### config.mk
export PLATFORM = sky130hd
export DESIGN_NAME = nand_cmd_seq
export DESIGN_NICKNAME = d
export VERILOG_FILES = /design/src/rtl/nfs_pkg.sv /design/src/rtl/nfs_decode.sv /design/src/rtl/nfs_bus.sv /design/src/rtl/nfs_irq.sv /design/src/rtl/nand_cmd_seq.sv
export SDC_FILE = /design/constraint.sdc
export NUM_CORES = 1
export LEC_CHECK = 0
export ABC_AREA = 0
export BUFFER_PORTS_ARGS = -buffer_cell sky130_fd_sc_hd__buf_2
export CORE_ASPECT_RATIO = 0.9
export CORE_MARGIN = 2
export CORE_UTILIZATION = 45
export DETAILED_ROUTE_END_ITERATION = 12
export PLACE_DENSITY_LB_ADDON = 0.12
export SLEW_MARGIN = 20
export SYNTH_ARGS = -nofsm -noshare
export SYNTH_HDL_FRONTEND = slang
export SYNTH_SLANG_ARGS = --single-unit
### constraint.sdc
create_clock -name clk -period 2.55 [get_ports clk]
set_clock_uncertainty 0.2 [all_clocks]
set_input_delay 0.51 -clock clk [delete_from_list [all_inputs] [get_ports clk]]
set_output_delay 0.51 -clock clk [all_outputs]
set_load 0.01 [all_outputs]
### src/rtl/nfs_pkg.sv
package nfs_pkg;

    typedef enum logic [2:0] {
        ST_CMD0  = 3'd0,
        ST_ADDR  = 3'd1,
        ST_CMD1  = 3'd2,
        ST_WDATA = 3'd3,
        ST_RDATA = 3'd4,
        ST_WAIT  = 3'd5,
        ST_STAT  = 3'd6,
        ST_END   = 3'd7
    } step_e;

    typedef enum logic [1:0] {
        BK_CMD  = 2'd0,
        BK_ADDR = 2'd1,
        BK_WR   = 2'd2,
        BK_RD   = 2'd3
    } bkind_e;

    typedef enum logic [1:0] {
        PH_IDLE = 2'd0,
        PH_LOW  = 2'd1,
        PH_HIGH = 2'd2
    } ph_e;

    localparam int PLAN_LEN = 6;
    typedef logic [PLAN_LEN-1:0][2:0] plan_t;

    localparam logic [5:0] SEQ_CMD_ONLY = 6'h00;
    localparam logic [5:0] SEQ_ERASE    = 6'h0E;
    localparam logic [5:0] SEQ_PROG     = 6'h0C;
    localparam logic [5:0] SEQ_ID       = 6'h21;
    localparam logic [5:0] SEQ_LP_READ  = 6'h2A;
    localparam logic [5:0] SEQ_STATUS   = 6'h24;
    localparam logic [5:0] SEQ_SP_READ  = 6'h32;

endpackage

### src/rtl/nfs_decode.sv
module nfs_decode
    import nfs_pkg::*;
(
    input  logic [5:0] code,
    input  logic [2:0] cyc_field,
    output logic       known,
    output plan_t      plan,
    output logic [2:0] naddr
);

    function automatic plan_t mk(step_e s0, step_e s1, step_e s2,
                                 step_e s3, step_e s4, step_e s5);
        return {s5, s4, s3, s2, s1, s0};
    endfunction

    always_comb begin
        known = 1'b1;
        naddr = cyc_field;
        plan  = mk(ST_END, ST_END, ST_END, ST_END, ST_END, ST_END);
        case (code)
            SEQ_CMD_ONLY: plan = mk(ST_CMD0, ST_WAIT, ST_END, ST_END, ST_END, ST_END);
            SEQ_ERASE:    plan = mk(ST_CMD0, ST_ADDR, ST_CMD1, ST_WAIT, ST_END, ST_END);
            SEQ_PROG:     plan = mk(ST_CMD0, ST_ADDR, ST_WDATA, ST_CMD1, ST_WAIT, ST_END);
            SEQ_ID: begin
                plan  = mk(ST_CMD0, ST_ADDR, ST_RDATA, ST_END, ST_END, ST_END);
                naddr = 3'd1;
            end
            SEQ_LP_READ: begin
                plan  = mk(ST_CMD0, ST_ADDR, ST_CMD1, ST_WAIT, ST_RDATA, ST_END);
                naddr = 3'd5;
            end
            SEQ_STATUS:   plan = mk(ST_CMD0, ST_STAT, ST_END, ST_END, ST_END, ST_END);
            SEQ_SP_READ:  plan = mk(ST_CMD0, ST_ADDR, ST_WAIT, ST_RDATA, ST_END, ST_END);
            default:      known = 1'b0;
        endcase
    end

endmodule

### src/rtl/nfs_bus.sv
module nfs_bus
    import nfs_pkg::*;
(
    input  logic       clk,
    input  logic       rst_n,
    input  logic       start,
    input  bkind_e     kind,
    input  logic [7:0] byte_in,
    output logic       idle,
    output logic       done,
    output logic [7:0] rd_byte,
    output logic       cle,
    output logic       ale,
    output logic       we_n,
    output logic       re_n,
    output logic [7:0] io_out,
    output logic       io_oe,
    input  logic [7:0] io_in
);

    typedef struct packed {
        ph_e        ph;
        bkind_e     kind;
        logic [7:0] data;
        logic [7:0] rd;
    } bus_t;

    bus_t bus_d, bus_q;

    always_comb begin
        bus_d = bus_q;
        case (bus_q.ph)
            PH_IDLE: begin
                if (start) begin
                    bus_d.ph   = PH_LOW;
                    bus_d.kind = kind;
                    bus_d.data = byte_in;
                end
            end
            PH_LOW: begin
                bus_d.ph = PH_HIGH;
                if (bus_q.kind == BK_RD) begin
                    bus_d.rd = io_in;
                end
            end
            default: bus_d.ph = PH_IDLE;
        endcase
    end

    always_ff @(posedge clk or negedge rst_n) begin
        if (!rst_n) begin
            bus_q <= '{ph: PH_IDLE, kind: BK_CMD, data: 8'h00, rd: 8'h00};
        end else begin
            bus_q <= bus_d;
        end
    end

    assign idle    = (bus_q.ph == PH_IDLE);
    assign done    = (bus_q.ph == PH_HIGH);
    assign rd_byte = bus_q.rd;
    assign cle     = (bus_q.ph != PH_IDLE) && (bus_q.kind == BK_CMD);
    assign ale     = (bus_q.ph != PH_IDLE) && (bus_q.kind == BK_ADDR);
    assign we_n    = !((bus_q.ph == PH_LOW) && (bus_q.kind != BK_RD));
    assign re_n    = !((bus_q.ph == PH_LOW) && (bus_q.kind == BK_RD));
    assign io_out  = bus_q.data;
    assign io_oe   = (bus_q.ph != PH_IDLE) && (bus_q.kind != BK_RD);


    we_pulse_chk: assert property (@(posedge clk) disable iff (!rst_n)
        !we_n |=> we_n);


    re_pulse_chk: assert property (@(posedge clk) disable iff (!rst_n)
        !re_n |=> re_n);


    rd_capture_chk: assert property (@(posedge clk) disable iff (!rst_n)
        !re_n |=> (rd_byte == $past(io_in)));

endmodule

### src/rtl/nfs_irq.sv
module nfs_irq #(
    parameter int N_BITS      = 8,
    parameter int CMD_END_BIT = 1,
    parameter int RDY_BIT     = 4
) (
    input  logic              clk,
    input  logic              rst_n,
    input  logic              cmd_end,
    input  logic              rb_s,
    input  logic              clr,
    input  logic [N_BITS-1:0] mask,
    output logic [N_BITS-1:0] status,
    output logic              irq
);

    typedef struct packed {
        logic [N_BITS-1:0] status;
        logic              rb_prev;
    } irq_t;

    irq_t irq_d, irq_q;
    logic rb_rise;

    assign rb_rise = rb_s && !irq_q.rb_prev;

    always_comb begin
        irq_d         = irq_q;
        irq_d.rb_prev = rb_s;
        if (clr) begin
            irq_d.status = '0;
        end
        if (cmd_end) begin
            irq_d.status[CMD_END_BIT] = 1'b1;
        end
        if (rb_rise) begin
            irq_d.status[RDY_BIT] = 1'b1;
        end
    end

    always_ff @(posedge clk or negedge rst_n) begin
        if (!rst_n) begin
            irq_q <= '{status: '0, rb_prev: 1'b1};
        end else begin
            irq_q <= irq_d;
        end
    end

    assign status = irq_q.status;
    assign irq    = |(irq_q.status & mask);


    end_set_chk: assert property (@(posedge clk) disable iff (!rst_n)
        cmd_end |=> status[CMD_END_BIT]);


    clr_chk: assert property (@(posedge clk) disable iff (!rst_n)
        (clr && !cmd_end && !rb_rise) |=> (status == '0));

endmodule

### src/rtl/nand_cmd_seq.sv
module nand_cmd_seq
    import nfs_pkg::*;
#(
    parameter int LEN_W       = 16,
    parameter int WB_GAP      = 4,
    parameter int SYNC_STAGES = 2
) (
    input  logic             clk,
    input  logic             rst_n,
    input  logic             cmd_wr,
    input  logic [31:0]      cmd_word,
    input  logic [31:0]      ctrl_word,
    input  logic [31:0]      addr_a_lo,
    input  logic [31:0]      addr_a_hi,
    input  logic [31:0]      addr_b_lo,
    input  logic [31:0]      addr_b_hi,
    input  logic [LEN_W-1:0] data_size,
    output logic             busy,
    input  logic [7:0]       wr_data,
    input  logic             wr_valid,
    output logic             wr_ready,
    output logic [7:0]       rd_data,
    output logic             rd_valid,
    output logic [7:0]       read_status,
    output logic [7:0]       dev_status,
    input  logic [7:0]       int_mask,
    input  logic             int_clr,
    output logic [7:0]       int_status,
    output logic             irq,
    output logic             nand_cle,
    output logic             nand_ale,
    output logic             nand_we_n,
    output logic             nand_re_n,
    output logic [7:0]       nand_io_out,
    output logic             nand_io_oe,
    input  logic [7:0]       nand_io_in,
    input  logic             nand_rb
);

    localparam int WB_W  = $clog2(WB_GAP + 1);
    localparam int IDX_W = $clog2(PLAN_LEN);

    // ready line synchroniser
    logic rb_s;
    generate
        if (SYNC_STAGES <= 1) begin : g_sync1
            logic rb_sync_q;
            always_ff @(posedge clk or negedge rst_n) begin
                if (!rst_n) rb_sync_q <= 1'b1;
                else        rb_sync_q <= nand_rb;
            end
            assign rb_s = rb_sync_q;
        end else begin : g_syncn
            logic [SYNC_STAGES-1:0] rb_sync_q;
            always_ff @(posedge clk or negedge rst_n) begin
                if (!rst_n) rb_sync_q <= '1;
                else        rb_sync_q <= {rb_sync_q[SYNC_STAGES-2:0], nand_rb};
            end
            assign rb_s = rb_sync_q[SYNC_STAGES-1];
        end
    endgenerate

    // command decode
    logic        set_sel;
    logic [2:0]  cyc_field;
    logic [63:0] sel_addr;
    logic        dec_known;
    plan_t       dec_plan;
    logic [2:0]  dec_naddr;
    logic        unused_bits;

    assign set_sel     = cmd_word[7];
    assign cyc_field   = set_sel ? ctrl_word[20:18] : ctrl_word[2:0];
    assign sel_addr    = set_sel ? {addr_b_hi, addr_b_lo} : {addr_a_hi, addr_a_lo};
    assign unused_bits = ^{cmd_word[31:24], cmd_word[6], ctrl_word[31:21], ctrl_word[17:3]};

    nfs_decode u_decode (
        .code      (cmd_word[5:0]),
        .cyc_field (cyc_field),
        .known     (dec_known),
        .plan      (dec_plan),
        .naddr     (dec_naddr)
    );

    // byte-transfer engine
    logic       b_start;
    bkind_e     b_kind;
    logic [7:0] b_byte;
    logic       b_idle;
    logic       b_done;
    logic [7:0] b_rd;

    nfs_bus u_bus (
        .clk     (clk),
        .rst_n   (rst_n),
        .start   (b_start),
        .kind    (b_kind),
        .byte_in (b_byte),
        .idle    (b_idle),
        .done    (b_done),
        .rd_byte (b_rd),
        .cle     (nand_cle),
        .ale     (nand_ale),
        .we_n    (nand_we_n),
        .re_n    (nand_re_n),
        .io_out  (nand_io_out),
        .io_oe   (nand_io_oe),
        .io_in   (nand_io_in)
    );

    // sequencer state
    typedef struct packed {
        logic             active;
        logic [IDX_W-1:0] idx;
        plan_t            plan;
        logic [7:0]       c0;
        logic [7:0]       c1;
        logic [63:0]      sh;
        logic [2:0]       acnt;
        logic [LEN_W-1:0] dcnt;
        logic [WB_W-1:0]  wcnt;
        logic [7:0]       rstat;
        logic [7:0]       rdata;
        logic             rdv;
        logic             endp;
    } seq_t;

    seq_t  seq_d, seq_q;
    step_e cur;

    assign cur = step_e'(seq_q.plan[seq_q.idx]);

    always_comb begin
        seq_d      = seq_q;
        seq_d.rdv  = 1'b0;
        seq_d.endp = 1'b0;
        b_start    = 1'b0;
        b_kind     = BK_CMD;
        b_byte     = seq_q.c0;
        wr_ready   = 1'b0;

        if (!seq_q.active) begin
            if (cmd_wr && dec_known) begin
                seq_d.active = 1'b1;
                seq_d.idx    = '0;
                seq_d.plan   = dec_plan;
                seq_d.c0     = cmd_word[15:8];
                seq_d.c1     = cmd_word[23:16];
                seq_d.sh     = sel_addr;
                seq_d.acnt   = dec_naddr;
                seq_d.dcnt   = data_size;
                seq_d.wcnt   = '0;
            end
        end else begin
            case (cur)
                ST_CMD0, ST_CMD1: begin
                    b_kind  = BK_CMD;
                    b_byte  = (cur == ST_CMD0) ? seq_q.c0 : seq_q.c1;
                    b_start = b_idle;
                    if (b_done) seq_d.idx = seq_q.idx + 1'b1;
                end
                ST_ADDR: begin
                    b_kind = BK_ADDR;
                    b_byte = seq_q.sh[7:0];
                    if (seq_q.acnt == 3'd0) begin
                        seq_d.idx = seq_q.idx + 1'b1;
                    end else begin
                        b_start = b_idle;
                        if (b_done) begin
                            seq_d.sh   = {8'h00, seq_q.sh[63:8]};
                            seq_d.acnt = seq_q.acnt - 1'b1;
                            if (seq_q.acnt == 3'd1) seq_d.idx = seq_q.idx + 1'b1;
                        end
                    end
                end
                ST_WDATA: begin
                    b_kind = BK_WR;
                    b_byte = wr_data;
                    if (seq_q.dcnt == '0) begin
                        seq_d.idx = seq_q.idx + 1'b1;
                    end else begin
                        b_start  = b_idle && wr_valid;
                        wr_ready = b_idle && wr_valid;
                        if (b_done) begin
                            seq_d.dcnt = seq_q.dcnt - 1'b1;
                            if (seq_q.dcnt == LEN_W'(1)) seq_d.idx = seq_q.idx + 1'b1;
                        end
                    end
                end
                ST_RDATA: begin
                    b_kind = BK_RD;
                    if (seq_q.dcnt == '0) begin
                        seq_d.idx = seq_q.idx + 1'b1;
                    end else begin
                        b_start = b_idle;
                        if (b_done) begin
                            seq_d.rdata = b_rd;
                            seq_d.rdv   = 1'b1;
                            seq_d.dcnt  = seq_q.dcnt - 1'b1;
                            if (seq_q.dcnt == LEN_W'(1)) seq_d.idx = seq_q.idx + 1'b1;
                        end
                    end
                end
                ST_STAT: begin
                    b_kind  = BK_RD;
                    b_start = b_idle;
                    if (b_done) begin
                        seq_d.rstat = b_rd;
                        seq_d.idx   = seq_q.idx + 1'b1;
                    end
                end
                ST_WAIT: begin
                    if (seq_q.wcnt != WB_W'(WB_GAP)) begin
                        seq_d.wcnt = seq_q.wcnt + 1'b1;
                    end else if (rb_s) begin
                        seq_d.wcnt = '0;
                        seq_d.idx  = seq_q.idx + 1'b1;
                    end
                end
                default: begin
                    seq_d.active = 1'b0;
                    seq_d.endp   = 1'b1;
                end
            endcase
        end
    end

    always_ff @(posedge clk or negedge rst_n) begin
        if (!rst_n) begin
            seq_q <= '0;
        end else begin
            seq_q <= seq_d;
        end
    end

    nfs_irq #(
        .N_BITS      (8),
        .CMD_END_BIT (1),
        .RDY_BIT     (4)
    ) u_irq (
        .clk     (clk),
        .rst_n   (rst_n),
        .cmd_end (seq_q.endp),
        .rb_s    (rb_s),
        .clr     (int_clr),
        .mask    (int_mask),
        .status  (int_status),
        .irq     (irq)
    );

    assign busy        = seq_q.active;
    assign rd_data     = seq_q.rdata;
    assign rd_valid    = seq_q.rdv;
    assign read_status = seq_q.rstat;
    assign dev_status  = {8{rb_s}};


    busy_ignore_chk: assert property (@(posedge clk) disable iff (!rst_n)
        (seq_q.active && cmd_wr) |=> ($stable(seq_q.c0) && $stable(seq_q.plan)));


    ale_in_addr_chk: assert property (@(posedge clk) disable iff (!rst_n)
        (!nand_we_n && nand_ale) |-> (seq_q.active && cur == ST_ADDR));


    wait_hold_chk: assert property (@(posedge clk) disable iff (!rst_n)
        (seq_q.active && cur == ST_WAIT && !rb_s) |=> (nand_we_n && nand_re_n));


    wr_ready_chk: assert property (@(posedge clk) disable iff (!rst_n)
        wr_ready |-> (wr_valid && !nand_re_n == 1'b0));

endmodule

==> flow_summary.ini <==
[routing]
postRouteAntennaNets = 0
first_pass_iters = 5
via_per_inst = 5.32
routed_wl_mm = 24.4
vias = 7699
initialDrtViolationCount = 403
drc = 0
wl_per_cell_um = 16.8

[power_and_ir_drop]
cellLeakagePower_nw = 6.06
ir_drop_v = 0.000601
power.density_mw_per_mm2 = 1170

[run]
cap_violations = 0

[timing]
fin_crit_ns = 2.90
hold_violations = 0
grt_setup_unrepaired = true
slew_viol_final = 0
fin_ws_ns = -0.353
period_share_pct = 114
setup_viol = 116
timing.fmax_ghz = 0.344
worstMarginPinSlew_ns = 0.619
slew_headroom_pct = 58.7

[setup_path]
path_depth = 9
cp.required_ns = 2.66
startpoint_type = flip-flop
cp_slowest_stage_delay_ns = 0.46
crit_chain = mux2_4 -> a222oi_1 -> buf_4 -> nand2b_4 -> o21ai_2 -> a211o_1 -> a21oi_4 -> clkbuf_16 -> mux2_4
critPathBufInv = 2
critPathKind = flip-flop to flip-flop
critPathMostFrequentCell = mux2_4
cp.arrival_ns = 3.02
ff2ff_path_depth = 9
crit_path_end_kind = flip-flop
path_max_fanout = 6
cpMaxStageDelayCell = dfrtp_2
r2r_setup_slack_ns = -0.35
critical-path-top-delay-family = compound AO/OA/AOI/OAI gates

[clocking]
clockRootBuffer = clkbuf_16
ctsHtreeMaxLevel = 4
path_clk_slew_ns = 0.07
tritoncts = done
numClockSinks = 162
cts_buffers = 17
insertion_delay_ns = 0.43
cts.path.max_buffers = 2

[status]
status = complete, but fails checks
violations = setup timing

[synth]
synth_edf_count = 0
synth_top_area_cell = dfrtp_1
syn_inst = 888
synth_warnings = 0
syn_avg_cell_area_um2 = 10.2
synth.distinct_cells = 66
synth_seq_area_share_pct = 44.8
synth_top_area_share_pct = 43.9
synth-async-reset-ratio_pct = 100
syn_area_mm2 = 0.00906
ys_ff_latch = 162
synth_ff_type = dfrtp_1
synthTopCellsByArea = dfrtp_1, mux2_2, nand2_1

[floorplan]
core_area_mm2 = 0.0199
die-area_mm2 = 0.0213
start_util_pct = 45.6
die_width_um = 154
num_rows = 49
fp.dieH_um = 139
pin_count = 287

[finish]
final_core_util_pct = 63.2
fillers = 1632
finalInstanceArea_mm2 = 0.0125
regArea_mm2 = 0.00406
multi_input_area_mm2 = 0.00492
antenna_cells = 0
layout_commonest_cell = buf_2
nets = 1426
syn2layout_area_growth_pct = 38.4
finalNonFillerCells = 1448
drive_above_1_share_pct = 48.7
mostFrequentLayoutCells = buf_2, dfrtp_1, nand2_1

[place]
post-place-ws_ns = -0.302
placement.cell_area_mm2 = 0.0110
dp_hpwl_mm = 17.2
port_buffers = 239
gp_congestion = 0.881
dp_cells = 1382

[worst_hold_path]
worstHoldPathType = primary input to flip-flop
hold_depth = 3

[grt]
grt_remaining_overflow = 0
track_usage_pct = 22.7
grt_pass1_vias = 7450
antenna_found_initial = 0
grt_pass1_wl_mm = 39.0
grt_max_degree = 46
## kinds of logic (layout without fill, tap and decap cells)
| kind of cell | Yosys count | count (layout) | synth area share (%) |
|---|---|---|---|
| adder cells (fa/ha/maj) | 8 | 8 | 1.10 |
| AND/OR/NAND/NOR | 265 | 265 | 13.3 |
| buffers and inverters | 109 | 409 | 6.53 |
| multiplexers | 120 | 120 | 14.4 |
| flip-flops | 162 | 162 | 44.8 |
| XOR/XNOR | 15 | 15 | 1.45 |
| AO/OA/AOI/OAI | 208 | 208 | 18.4 |
| other | 1 | 6 | 0.0414 |
## routing by layer
metal  up-vias  routed length (um)  global-route usage, %  part of all wire, %
li1       3756                   -                      -                    -
met1      3687               11300                   32.2                   46
met2       229               11400                   35.5                   47
met3        27                1170                   3.84                  4.8
met4         0                 418                   7.15                  1.7
met5         -                   0                      0                    0
## cell usage after synthesis (18+ instances only)
master,instances
dfrtp_1,159
nand2_1,129
mux2_2,71
o21ai_0,58
nor2_1,56
mux2i_1,45
buf_4,40
clkbuf_1,38
a2bb2oi_2,29
a221o_1,24
nand3_1,18
o21ai_1,18
## flip-flops by register name (all words and copies together), names as in the netlist
| register | cells |
|---|---|
| busy | 1 |
| u_irq.irq_q | 1 |
| u_irq.status | 2 |
| read_status | 8 |
| g_syncn.rb_sync_q | 2 |
| rd_data | 8 |
| rd_valid | 1 |
| u_bus.io_out | 8 |
| u_bus.bus_q | 4 |
| u_bus.rd_byte | 8 |
| seq_q | 119 |
## worst reg2reg max path, cell delays in order (launching register included)
cell and delay (ns):
dfrtp_2 0.46, mux2_4 0.32, a222oi_1 0.42, buf_4 0.20, nand2b_4 0.12, o21ai_2 0.06
a211o_1 0.34, a21oi_4 0.21, clkbuf_16 0.19, mux2_4 0.29
## timing repair
item                                    CTS  global route
endpoints found under the hold margin    35             0
endpoints found under the setup margin  114           117
buffers inserted                         20            10
cloned                                    6             1
pin swaps                                30            22
hold buffers                              2             0
resized for setup                       114            26
## power by group
part,total (mW),internal [mW],switching [mW],leakage [nW]
logic,7.44,4.07,3.37,3.84
registers,4.61,3.73,0.872,1.92
clock network,2.64,1.50,1.14,0.294
total,14.7,9.30,5.38,6.06
## area by class of cell
type | count | area share [%]
tap | 255 | 2.54
inverter | 13 | 0.389
timing repair buffer | 364 | 20.7
clock buffer | 18 | 3.50
multi-input combinational | 622 | 39.2
clock inverter | 14 | 1.33
sequential | 162 | 32.4
## worst paths after layout
kind,from,endpoint
max,seq_q[138]$_DFFE_PN0P_,u_bus.io_out[0]$_DFFE_PN0P_
min,cmd_word[14],seq_q[118]$_DFFE_PN0P_
max reg2reg,seq_q[138]$_DFFE_PN0P_,u_bus.io_out[0]$_DFFE_PN0P_
min reg2reg,g_syncn.rb_sync_q[0]$_DFF_PN1_,g_syncn.rb_sync_q[1]$_DFF_PN1_
max in group asynchronous,rst_n,seq_q[42]$_DFFE_PN0P_
min in group asynchronous,rst_n,seq_q[118]$_DFFE_PN0P_
## stage by stage
| stage | setup TNS [ns] | total power, mW | hold WS (ns) |
|---|---|---|---|
| 2_1_floorplan | -4.82 | 8.51 | 0.0144 |
| 3_3_place_gp | -17.71 | 10.4 | 0.146 |
| 3_5_place_dp | -22.50 | 10.6 | 0.149 |
| 4_1_cts | -18.78 | 14.2 | 0.0493 |
| 5_1_grt | -29.31 | 15.6 | 0.0573 |
| 6_report | -19.59 | 14.7 | 0.0664 |
Power figures use the tool's default switching activity.
